File: config.mk
export PLATFORM = sky130hd
export DESIGN_NAME = fare_gate_ctrl
export DESIGN_NICKNAME = d
export VERILOG_FILES = /design/src/rtl/fare_gate_pkg.sv /design/src/rtl/fare_gate_timer.sv /design/src/rtl/fare_gate_ledger.sv /design/src/rtl/fare_gate_fsm.sv /design/src/rtl/fare_gate_ctrl.sv
export SDC_FILE = /design/constraint.sdc
export NUM_CORES = 1
export LEC_CHECK = 0
export BUFFER_PORTS_ARGS = -buffer_cell sky130_fd_sc_hd__buf_2
export CORE_MARGIN = 5
export CORE_UTILIZATION = 52
export DETAILED_ROUTE_END_ITERATION = 8
export PLACE_DENSITY = 0.8
export SETUP_SLACK_MARGIN = 0.15
export SLEW_MARGIN = 20
export SYNTH_ARGS = -nofsm -noshare
export SYNTH_HDL_FRONTEND = slang
export SYNTH_HIERARCHICAL = 1
export SYNTH_SLANG_ARGS = --single-unit
export TNS_END_PERCENT = 20
File: constraint.sdc
create_clock -name clk_i -period 3.33 [get_ports clk_i]
set_clock_uncertainty 0.1 [all_clocks]
set_input_delay 0.333 -clock clk_i [delete_from_list [all_inputs] [get_ports clk_i]]
set_output_delay 0.333 -clock clk_i [all_outputs]
set_load 0.005 [all_outputs]
File: src/rtl/fare_gate_pkg.sv
package fare_gate_pkg;
  typedef enum logic [2:0] {
    ST_IDLE  = 3'b000,
    ST_READ  = 3'b001,
    ST_CHECK = 3'b010,
    ST_GRANT = 3'b011,
    ST_DENY  = 3'b100,
    ST_FAULT = 3'b101
  } fg_state_e;

  localparam int unsigned DENY_W = 2;
endpackage

File: src/rtl/fare_gate_timer.sv
module fare_gate_timer #(
  parameter int unsigned TIMEOUT = 16
) (
  input  logic clk_i,
  input  logic rst_ni,
  input  logic run_i,
  output logic expired_o
);
  localparam int unsigned CNT_W = (TIMEOUT > 2) ? $clog2(TIMEOUT) : 1;
  localparam logic [CNT_W-1:0] LAST = CNT_W'(TIMEOUT - 1);

  logic [CNT_W-1:0] cnt_q;

  always_ff @(posedge clk_i or negedge rst_ni) begin
    if (!rst_ni)     cnt_q <= '0;
    else if (!run_i) cnt_q <= '0;
    else             cnt_q <= cnt_q + 1'b1;
  end

  assign expired_o = run_i && (cnt_q == LAST);
endmodule

File: src/rtl/fare_gate_ledger.sv
module fare_gate_ledger
  import fare_gate_pkg::*;
#(
  parameter int unsigned DATA_W = 8
) (
  input  logic              clk_i,
  input  logic              rst_ni,
  input  logic              capture_i,
  input  logic              debit_i,
  input  logic [DATA_W-1:0] balance_i,
  input  logic [DATA_W-1:0] quota_i,
  output logic [DATA_W-1:0] balance_o,
  output logic [DATA_W-1:0] quota_o,
  output logic              funds_ok_o,
  output logic [DENY_W-1:0] reason_o
);
  logic [DATA_W-1:0] bal_q, trip_q;

  always_ff @(posedge clk_i or negedge rst_ni) begin
    if (!rst_ni) begin
      bal_q  <= '0;
      trip_q <= '0;
    end else if (capture_i) begin
      bal_q  <= balance_i;
      trip_q <= quota_i;
    end else if (debit_i) begin
      bal_q  <= bal_q - 1'b1;
      trip_q <= trip_q - 1'b1;
    end
  end

  // bit0: trips exhausted, bit1: balance exhausted
  assign reason_o   = {bal_q == '0, trip_q == '0};
  assign funds_ok_o = (reason_o == '0);
  assign balance_o  = bal_q;
  assign quota_o    = trip_q;
endmodule

File: src/rtl/fare_gate_fsm.sv
module fare_gate_fsm
  import fare_gate_pkg::*;
(
  input  logic      clk_i,
  input  logic      rst_ni,
  input  logic      card_present_i,
  input  logic      request_fare_i,
  input  logic      link_ok_i,
  input  logic      timeout_i,
  input  logic      funds_ok_i,
  output fg_state_e state_o,
  output logic      capture_o,
  output logic      debit_o,
  output logic      illegal_o
);
  fg_state_e state_q, state_d;
  logic      armed_q, link_prev_q;

  always_comb begin
    state_d   = state_q;
    illegal_o = 1'b0;
    case (state_q)
      ST_IDLE:  if (card_present_i && armed_q) state_d = ST_READ;
      ST_READ: begin
        if (!link_ok_i)          state_d = ST_FAULT;
        else if (request_fare_i) state_d = ST_CHECK;
        else if (timeout_i)      state_d = ST_FAULT;
      end
      ST_CHECK: state_d = funds_ok_i ? ST_GRANT : ST_DENY;
      ST_GRANT: state_d = ST_IDLE;
      ST_DENY:  state_d = ST_IDLE;
      ST_FAULT: if (link_ok_i && !link_prev_q) state_d = ST_IDLE;
      default: begin
        state_d   = ST_IDLE;
        illegal_o = 1'b1;
      end
    endcase
  end

  always_ff @(posedge clk_i or negedge rst_ni) begin
    if (!rst_ni) begin
      state_q     <= ST_IDLE;
      armed_q     <= 1'b1;
      link_prev_q <= 1'b1;
    end else begin
      state_q     <= state_d;
      link_prev_q <= link_ok_i;
      // a card left on the reader must be lifted before the next read
      if (state_q == ST_GRANT || state_q == ST_DENY) armed_q <= 1'b0;
      else if (state_q == ST_IDLE && !card_present_i) armed_q <= 1'b1;
    end
  end

  assign state_o   = state_q;
  assign capture_o = (state_q == ST_IDLE) && card_present_i && armed_q;
  assign debit_o   = (state_q == ST_CHECK) && funds_ok_i;
endmodule

File: src/rtl/fare_gate_ctrl.sv
module fare_gate_ctrl
  import fare_gate_pkg::*;
#(
  parameter int unsigned DATA_W       = 8,
  parameter int unsigned READ_TIMEOUT = 16
) (
  input  logic              clk_i,
  input  logic              rst_ni,
  input  logic              card_present_i,
  input  logic              request_fare_i,
  input  logic              link_ok_i,
  input  logic [DATA_W-1:0] balance_i,
  input  logic [DATA_W-1:0] trip_quota_i,
  output logic              access_o,
  output logic [DENY_W-1:0] deny_code_o,
  output logic              error_o,
  output logic [DATA_W-1:0] balance_o,
  output logic [DATA_W-1:0] quota_o
);
  fg_state_e         state;
  logic              capture, debit, illegal, expired, funds_ok;
  logic [DENY_W-1:0] reason;

  fare_gate_fsm u_fsm (
    .clk_i          (clk_i),
    .rst_ni         (rst_ni),
    .card_present_i (card_present_i),
    .request_fare_i (request_fare_i),
    .link_ok_i      (link_ok_i),
    .timeout_i      (expired),
    .funds_ok_i     (funds_ok),
    .state_o        (state),
    .capture_o      (capture),
    .debit_o        (debit),
    .illegal_o      (illegal)
  );

  fare_gate_timer #(.TIMEOUT(READ_TIMEOUT)) u_timer (
    .clk_i     (clk_i),
    .rst_ni    (rst_ni),
    .run_i     (state == ST_READ),
    .expired_o (expired)
  );

  fare_gate_ledger #(.DATA_W(DATA_W)) u_ledger (
    .clk_i      (clk_i),
    .rst_ni     (rst_ni),
    .capture_i  (capture),
    .debit_i    (debit),
    .balance_i  (balance_i),
    .quota_i    (trip_quota_i),
    .balance_o  (balance_o),
    .quota_o    (quota_o),
    .funds_ok_o (funds_ok),
    .reason_o   (reason)
  );

  assign access_o    = (state == ST_GRANT);
  assign deny_code_o = (state == ST_DENY) ? reason : '0;
  assign error_o     = (state == ST_FAULT) || illegal;
endmodule

# == Yosys cells after proc, flatten, opt, wreduce, memory -nomap -nowiden ==
# Index checks and enable logic that the tools add are counted.
# classes
div_mod_pow,0
eq_ne,9
shift,0
n_reduce_logical,19
mux,16
n_mul,0
bitwise,0
magnitude_cmp,0
n_addsub,3
# ops
operator,count
two-way mux 8 bit,4
two-way mux 3 bit,6
logical NOT 8 bit,2
"subtractor 8 x 1 -> 8 bit, second input constant",2
case mux 3 bit (4 select lines),1
logical AND 1 bit,7
"== test 3 x 2 -> 1 bit, second input constant",2
"== test 3 bit, second input constant",2
OR reduction 6 bit,1
"adder 4 x 1 -> 4 bit, second input constant",1
"== test 4 bit, second input constant",1
two-way mux 4 bit,1
"!= test 2 x 1 -> 1 bit, second input constant",2
"!= test 4 bit, second input constant",1
nonzero test 2 bit,2
"== test 3 x 1 -> 1 bit, second input constant",1
logical NOT 3 bit,1
two-way mux 1 bit,3
AND reduction 3 bit,1
logical NOT 1 bit,2
logical NOT 2 bit,1
logical OR 1 bit,2
two-way mux 2 bit,1
# word_totals
latchBits,0
reg_bits,25
ram_bits,0
rom_bits,0
word_cells,53
input_bits,21
n_memories,0

# == Longest topological paths before layout ==
# Gate-level depths: netlist of run 1.
# depth
depth_word,6
depth_mapped,10

# == Hierarchy ==
# The synthesis of run 1 kept the hierarchy.
# modules_own_cells
mod,cells_each,n_inst,area_per_inst_um2
fare_gate_ledger,102,1,938.4
fare_gate_fsm,36,1,349.1
fare_gate_timer,14,1,175.2
fare_gate_ctrl,6,1,52.6

# == Worst setup path after synthesis of run 1 ==
# Ideal clock, no wire load.
# synth_path
path_type,flip-flop to flip-flop
startpoint,reg u_ledger.trip_q[0] (netlist: u_ledger/quota_o[0])
endpoint,reg u_ledger.bal_q[5] (netlist: u_ledger/balance_o[5])
setup_ns,0.082
t_arrival_ns,2.257
stages_incl_launch_ff,10
path_slack_ns,0.891
path_buffers,0
path_cell_list,dfrtp_1 inv_1 ha_1 nor4b_1 nor2_1 nand3_1 nor2_1 or4b_4 or4_1 a31oi_1
# synth_via
elab_chain_len,4
# synth_lines
item,line,source
"start, declared",fare_gate_ledger.sv:17,"logic [DATA_W-1:0] bal_q, trip_q;"
"start signal, assigned",fare_gate_ledger.sv:25,trip_q <= quota_i;
"start signal, assigned",fare_gate_ledger.sv:28,trip_q <= trip_q - 1'b1;
logical NOT 8 bit,fare_gate_ledger.sv:33,"assign reason_o = {bal_q == '0, trip_q == '0};"
via reason[0],fare_gate_ctrl.sv:22,logic [DENY_W-1:0] reason;
logical NOT 2 bit,fare_gate_ledger.sv:34,assign funds_ok_o = (reason_o == '0);
via funds_ok,fare_gate_ctrl.sv:21,"logic capture, debit, illegal, expired, funds_ok;"
logical AND 1 bit,fare_gate_fsm.sv:56,assign debit_o = (state_q == ST_CHECK) && funds_ok_i;
via debit,fare_gate_ctrl.sv:21,
nonzero test 2 bit (no line),-,
"end signal, assigned",fare_gate_ledger.sv:24,bal_q <= balance_i;
"end signal, assigned",fare_gate_ledger.sv:27,bal_q <= bal_q - 1'b1;
"end, declared",fare_gate_ledger.sv:17,
# The timed path passes the listed nets, and every way through them passes these cells.
# A chain may end at the register's enable or synchronous reset.

# == Final worst setup path of run 1 ==
# Ends and elaborated chain as after synthesis.

==> results.ini, run 1 <==
[status]
status = completed

[yosys]
synth_top_cell_area_share_pct = 38.0
async_flop_share_pct = 100
netlist_area_sq_mm = 0.00152
synth_enable_flop_cells = 0
synth_ff_type = dfrtp_1
synth.area.top_cells = dfrtp_1 (38%), nand2_1 (5.2%), o21ai_0 (3.6%)
yosysMostFrequentCell = dfrtp_1
netlist_instances = 158
synth.distinct_cells = 41
synth_seq_cells = 25
ys_seq_area_share_pct = 41.5
synth_area_leader_cell = dfrtp_1
synth_area_per_cell_sq_um = 9.59
synth.yosys.warnings = 6
yosys-top-cells-count = dfrtp_1 (23), nand2_1 (21), nor2_1 (13)
synth_fp_nets = 183

[route]
dr.pass1.iters = 4
avgRoutedWirePerCell_um = 14.9
route.vias.total = 1371
antenna_left = 0
wl_um = 3410
vias_per_cell = 5.99
drc = 0
dr.first_iter.drc_count = 84

[die]
dieArea_sq_mm = 0.00409
core_sq_mm = 0.00278
die_w_um = 64.0
die_h_um = 64.0
row_count = 19
io_pins = 41
start_util_pct = 54.5

[critical_path]
cpMostUsedCell = nor2_1
slowest_stage = or4b_4
crit_path_end_kind = flip-flop
critical_path.top_delay_family = simple AND/OR/NAND/NOR gates
arrival_ns = 2.98
crit_fanout = 6
worstPathRequired_ns = 3.48
crit_buf_inv = 1
path_cells = inv_1, ha_1, nor4b_1, nor2_1, nand3_1, nor2_1, or4b_4, or4_1, a31oi_1
start_kind = flip-flop
cp_slowest_stage_delay_ns = 0.52
worst-r2r-setup-slack_ns = 0.51
crit_type = flip-flop to flip-flop

[power]
power_frac_comb_pct = 42.4
ir_drop_v = 0.000553
power_uw = 1360
p_leak_uw = 0.000769
p_seq_share_pct = 47.4
p_sw_share_pct = 42.4
power_density_mw_per_mm2 = 774
intPower_uw = 780
switchingPower_uw = 575
clkPwrFrac_pct = 10.2

[clocking]
cts_tree = built
cts_sinks = 25
clk_pin_slew_ns = 0.13
cts_setup_buffers = 0
insertion_delay_ns = 0.32
htreeDepth = 1
cts_buffer_depth = 2
root_buffer = clkbuf_4
numCtsBuffers = 3
cts_resized = 0

[sta]
fin_hold_ws_ns = 0.0380
setup_violations = 0
slew-limit-headroom_pct = 61.7
grt_setup_unrepaired = false
fin_crit_ns = 2.82
timing.fmax_ghz = 0.354
setup_tns_ns = 0
final-hold-violation-count = 0
fin_crit_sh_pct = 84.8
worst_slew_pin_slew_ns = 0.574
slew_violations = 0

[grt]
grt_max_degree = 26
antenna_found_initial = 0
grt_pass1_wl_um = 5890
grt_use_total_pct = 17.3
grt_pass1_vias = 1348
overflow = 0

[finish]
antenna_cells = 0
seqCellArea_sq_um = 628
nets = 224
nFillCells = 257
multi_input_area_sq_um = 807
drive_above_1_share_pct = 30.3
design_area_sq_mm = 0.00175
final_core_util_pct = 63.0
area_delta_synth_final_pct = 15.6

[min_path]
hold_class = input port to flip-flop

[placement]
port_buffers = 40
placed_area_sq_mm = 0.00172
hpwl_um = 2560
place_congestion = 0.834

[job]
drv_cap = 0

## per-stage QoR
step | worst slack [ns] | instances
after detailed placement | 0.534 | 224
after global routing | 0.282 | 229
after global placement | 0.719 | 224
final | 0.506 | 229
after floorplan | 0.891 | 158
after CTS | 0.490 | 229
## area by class of cell
type                            instances  area share [%]
Multi-Input combinational cell        119            46.1
Tap cell                               31            2.21
Timing Repair Buffer                   43            12.9
Inverter                                7            1.50
Sequential cell                        25            35.9
Clock buffer                            4            1.50
## repair_timing
action / 4_1_cts / 5_1_grt
endpoints found under the setup margin: 0 / 0
hold buffers: 1 / 0
hold endpoints to repair: 23 / 0
## flip-flops by register name (all words and copies together) (netlist names)
signal,count
u_fsm/link_prev_q,1
u_ledger/quota_o,8
u_ledger/balance_o,8
u_fsm/state_o,3
u_fsm/armed_q,1
u_timer/cnt_q,4
## power groups by stage
| stage | registers [uW] | clock network (uW) | logic (uW) |
|---|---|---|---|
| 2_1_floorplan | 585 | 0 | 435 |
| 5_1_grt | 675 | 153 | 655 |
| 3_3_place_gp | 633 | 0 | 557 |
| 6_report | 643 | 138 | 574 |
| 3_5_place_dp | 646 | 0 | 578 |
| 4_1_cts | 642 | 145 | 583 |
## layer usage
metal,vias to the layer above,global-route usage (%),share of wire [%]
li1,659,-,-
met1,647,21.9,43
met2,57,28.9,49
met3,8,3.50,6.5
met4,0,7.01,1.9
met5,-,0,0
## cells in the final DEF, fill, tap and decap left out, types with 2 or more instances in the layout
master / count
nand2b_1: 2
inv_1: 7
o31ai_1: 2
a21oi_1: 2
or4b_4: 2
nor2_1: 13
buf_2: 40
buf_4: 2
or4_1: 6
nor3b_1: 2
clkbuf_4: 3
o211ai_1: 5
nand3_1: 6
nand3b_1: 2
nand2_1: 21
dfrtp_1: 23
nor4b_1: 4
ha_1: 4
or4_4: 2
o21ai_0: 11
a31oi_1: 6
xor2_1: 2
xnor2_1: 4
or3_1: 4
dfstp_2: 2
and4bb_2: 2
and2_1: 4
## path summary, 6_finish.rpt
| check | depth (start not counted) | startpoint | to |
|---|---|---|---|
| max in group asynchronous | 2 | rst_ni | u_fsm/armed_q |
| max | 9 | u_ledger/quota_o[0] | u_ledger/balance_o[5] |
| max reg2reg | 9 | u_ledger/quota_o[0] | u_ledger/balance_o[5] |
| min in group asynchronous | 2 | rst_ni | u_ledger/balance_o[3] |
| min | 1 | link_ok_i | u_fsm/link_prev_q |
| min reg2reg | 1 | u_timer/cnt_q[0] | u_timer/cnt_q[0] |
## cells by family (layout without fill, tap and decap cells)
logic type	count (synthesis)	after routing	share of synthesized area [%]
AND/OR/NAND/NOR	75	75	30.7
AO/OA/AOI/OAI	32	32	14.0
flip-flops	25	25	41.5
buffers and inverters	14	54	5.70
XOR/XNOR	6	6	3.47
adder cells (fa/ha/maj)	4	4	3.30
multiplexers	2	2	1.40
## worst register-to-register path: cells and delay by family (launching register included)
family,cells,cell delay [ns]
compound gates,1,0.18
flops,1,0.46
buf+inv,1,0.08
simple gates,6,1.73
fa+ha+maj,1,0.22
Note: power is estimated with default switching activity, not from simulation.
==> run 2: changes to the inputs <==
==> constraint.sdc (replaced) <==
create_clock -name clk_i -period 2.9 [get_ports clk_i]
set_clock_uncertainty 0.1 [all_clocks]
set_input_delay 0.29 -clock clk_i [delete_from_list [all_inputs] [get_ports clk_i]]
set_output_delay 0.29 -clock clk_i [all_outputs]
set_load 0.005 [all_outputs]
==> run 2 against run 1 <==
Compared with the run above:
- wire length rose by 1.1%
- global-route usage down 0.51 points
- largest power group is now combinational cells
- largest cell class unchanged
- critical endpoint unchanged
- sequential share of layout area down 1.1 points
==> results.ini, run 2 (synthesis gave the netlist of run 1 again) <==
[power]
intPower_uw = 926  ; +19%
ir_drop_v = 0.000582  ; +5.2%
clkPwrFrac_pct = 10.2  ; about the same
p_sw_share_pct = 42.1  ; -0.29 points
power_uw = 1600  ; +18%
switchingPower_uw = 675  ; +17%
p_leak_uw = 0.000801  ; +4.1%
power_frac_comb_pct = 45.2  ; +2.8 points
power_density_mw_per_mm2 = 885  ; +14%
p_seq_share_pct = 44.5  ; -2.9 points

[critical_path]
crit_path_end_kind = flip-flop
worst-r2r-setup-slack_ns = 0.31  ; -0.19 ns
r2r_cells = 9  ; unchanged
worstSetupPathDepth = 9  ; unchanged
critPathLaunch = u_ledger/balance_o[1]
arrival_ns = 2.75  ; -0.23 ns
crit_type = flip-flop to flip-flop
path_cells = inv_1, ha_1, nor4b_2, nor2_1, nand3_1, nor2_2, or4b_4, or4_1, a31oi_1
slowest_stage = or4b_4
crit_fanout = 5  ; -1
crit_buf_inv = 1  ; unchanged
start_kind = flip-flop
timing.rr.end = u_ledger/balance_o[5]
worstPathRequired_ns = 3.06  ; -0.42 ns
cp_slowest_stage_delay_ns = 0.51  ; about the same
endpoint = u_ledger/balance_o[5]
critical_path.top_delay_family = simple AND/OR/NAND/NOR gates
r2r_start = u_ledger/balance_o[1]

[clocking]
cts_tree = built
htreeDepth = 1  ; unchanged
root_buffer = clkbuf_4
insertion_delay_ns = 0.32  ; about the same
numCtsBuffers = 3  ; unchanged
clk_pin_slew_ns = 0.15  ; +0.02 ns
cts_buffer_depth = 2  ; unchanged
cts_sinks = 25  ; unchanged

[route]
antenna_left = 0  ; unchanged
avgRoutedWirePerCell_um = 14.6  ; -1.5%
dr.first_iter.drc_count = 71  ; -15%
vias_per_cell = 5.70  ; -4.8%
dr.pass1.iters = 4  ; unchanged
drc = 0  ; unchanged
wl_um = 3440  ; +1.1%
route.vias.total = 1339  ; -2.3%

[finish]
antenna_cells = 0  ; unchanged
drive_above_1_share_pct = 33.3  ; +3.0 points
final_cell_mix = buf_2 (40), dfrtp_1 (23), nand2_1 (21), nor2_1 (12), o21ai_0 (11)
design_area_sq_mm = 0.00181  ; +3.3%
nets = 230  ; +2.7%
layout_commonest_cell = buf_2
area_delta_synth_final_pct = 19.4

[sta]
final-hold-violation-count = 0  ; unchanged
slew-limit-headroom_pct = 62.4  ; +0.70 points
grt_setup_unrepaired = false
fin_crit_ns = 2.59  ; -0.237 ns
setup_tns_ns = 0  ; unchanged
slew_violations = 0  ; unchanged
timing.fmax_ghz = 0.387  ; +9.1%
fin_crit_sh_pct = 89.2  ; +4.4 points
worst_slew_pin_slew_ns = 0.563  ; -0.0104 ns
setup_violations = 0  ; unchanged

[die]
io_pins = 41  ; unchanged
core_sq_mm = 0.00278  ; unchanged
dieArea_sq_mm = 0.00409  ; unchanged
die_h_um = 64.0  ; unchanged
start_util_pct = 54.5  ; unchanged
die_w_um = 64.0  ; unchanged
row_count = 19  ; unchanged

[grt]
overflow = 0  ; unchanged
grt_use_total_pct = 16.8  ; -0.51 points
antenna_found_initial = 0  ; unchanged
grt_max_degree = 26  ; unchanged
grt_pass1_wl_um = 5710  ; -3.0%
grt_pass1_vias = 1244  ; -7.7%

[placement]
place_congestion = 0.843  ; +1.0%
placed_area_sq_mm = 0.00173  ; +0.88%
port_buffers = 40  ; unchanged
hpwl_um = 2460  ; -3.8%

[job]
drv_cap = 0  ; unchanged

[min_path]
hold_class = input port to flip-flop

[status]
status = completed

-- run 2: what timing repair did --
action                     CTS  global route
resized for setup            0             2
hold endpoints to repair    24             0
hold buffers                 2             0
setup endpoints to repair    0            15
buffers inserted             0             3
-- run 2: layout make-up --
type / count / area (sq um)
clock buffers: 3 / 22.5
inverters: 7 / 26.3
flip-flops and latches: 25 / 628
well taps: 31 / 38.8
repair buffers: 49 / 273
multi-input cells: 119 / 816
clock inverters: 1 / 5.00
fillers: 233 / 972
-- run 2: per-layer routing --
layer,up-vias,wire length [um],GRT usage (%),part of all wire (%)
li1,665,-,-,-
met4,0,21,5.45,0.61
met3,2,176,3.50,5.1
met5,-,0,0,0
met1,646,1560,23.1,45
met2,26,1690,26.5,49
-- run 2: worst min-delay path by stage --
stage	to	startpoint	cells past startpoint
floorplan	u_fsm/state_o[0]	rst_ni	0
global placement	u_ledger/balance_o[2]	rst_ni	1
detailed placement	u_ledger/balance_o[2]	rst_ni	1
CTS	u_ledger/balance_o[3]	balance_i[3]	3
global route	u_ledger/quota_o[1]	trip_quota_i[1]	3
finish	u_ledger/balance_o[3]	balance_i[3]	3
-- run 2: through the flow --
step                hold slack [ns]  std cells  util (%)  worst slack (ns)
floorplan                    -0.106        158         -             0.461
global placement              0.207        226      62.2             0.348
global route                 0.0595        235      65.0             0.137
CTS                          0.0490        232      63.9             0.174
finish                       0.0599        235      65.0             0.313
detailed placement            0.217        226      62.2             0.220
-- run 2: power by group through the flow --
stage               registers [uW]  clock network (uW)  logic (uW)
floorplan                      672                   0         500
global placement               706                   0         675
detailed placement             723                   0         693
CTS                            716                 168         698
global route                   745                 184         812
finish                         713                 164         724
-- run 2: worst register-to-register path, delay by kind of cell, from the launching register on --
family,cells,cell delay (ns)
buffers and inverters,1,0.08
AND/OR/NAND/NOR,6,1.58
flip-flops,1,0.44
adder cells (fa/ha/maj),1,0.17
AO/OA/AOI/OAI,1,0.16
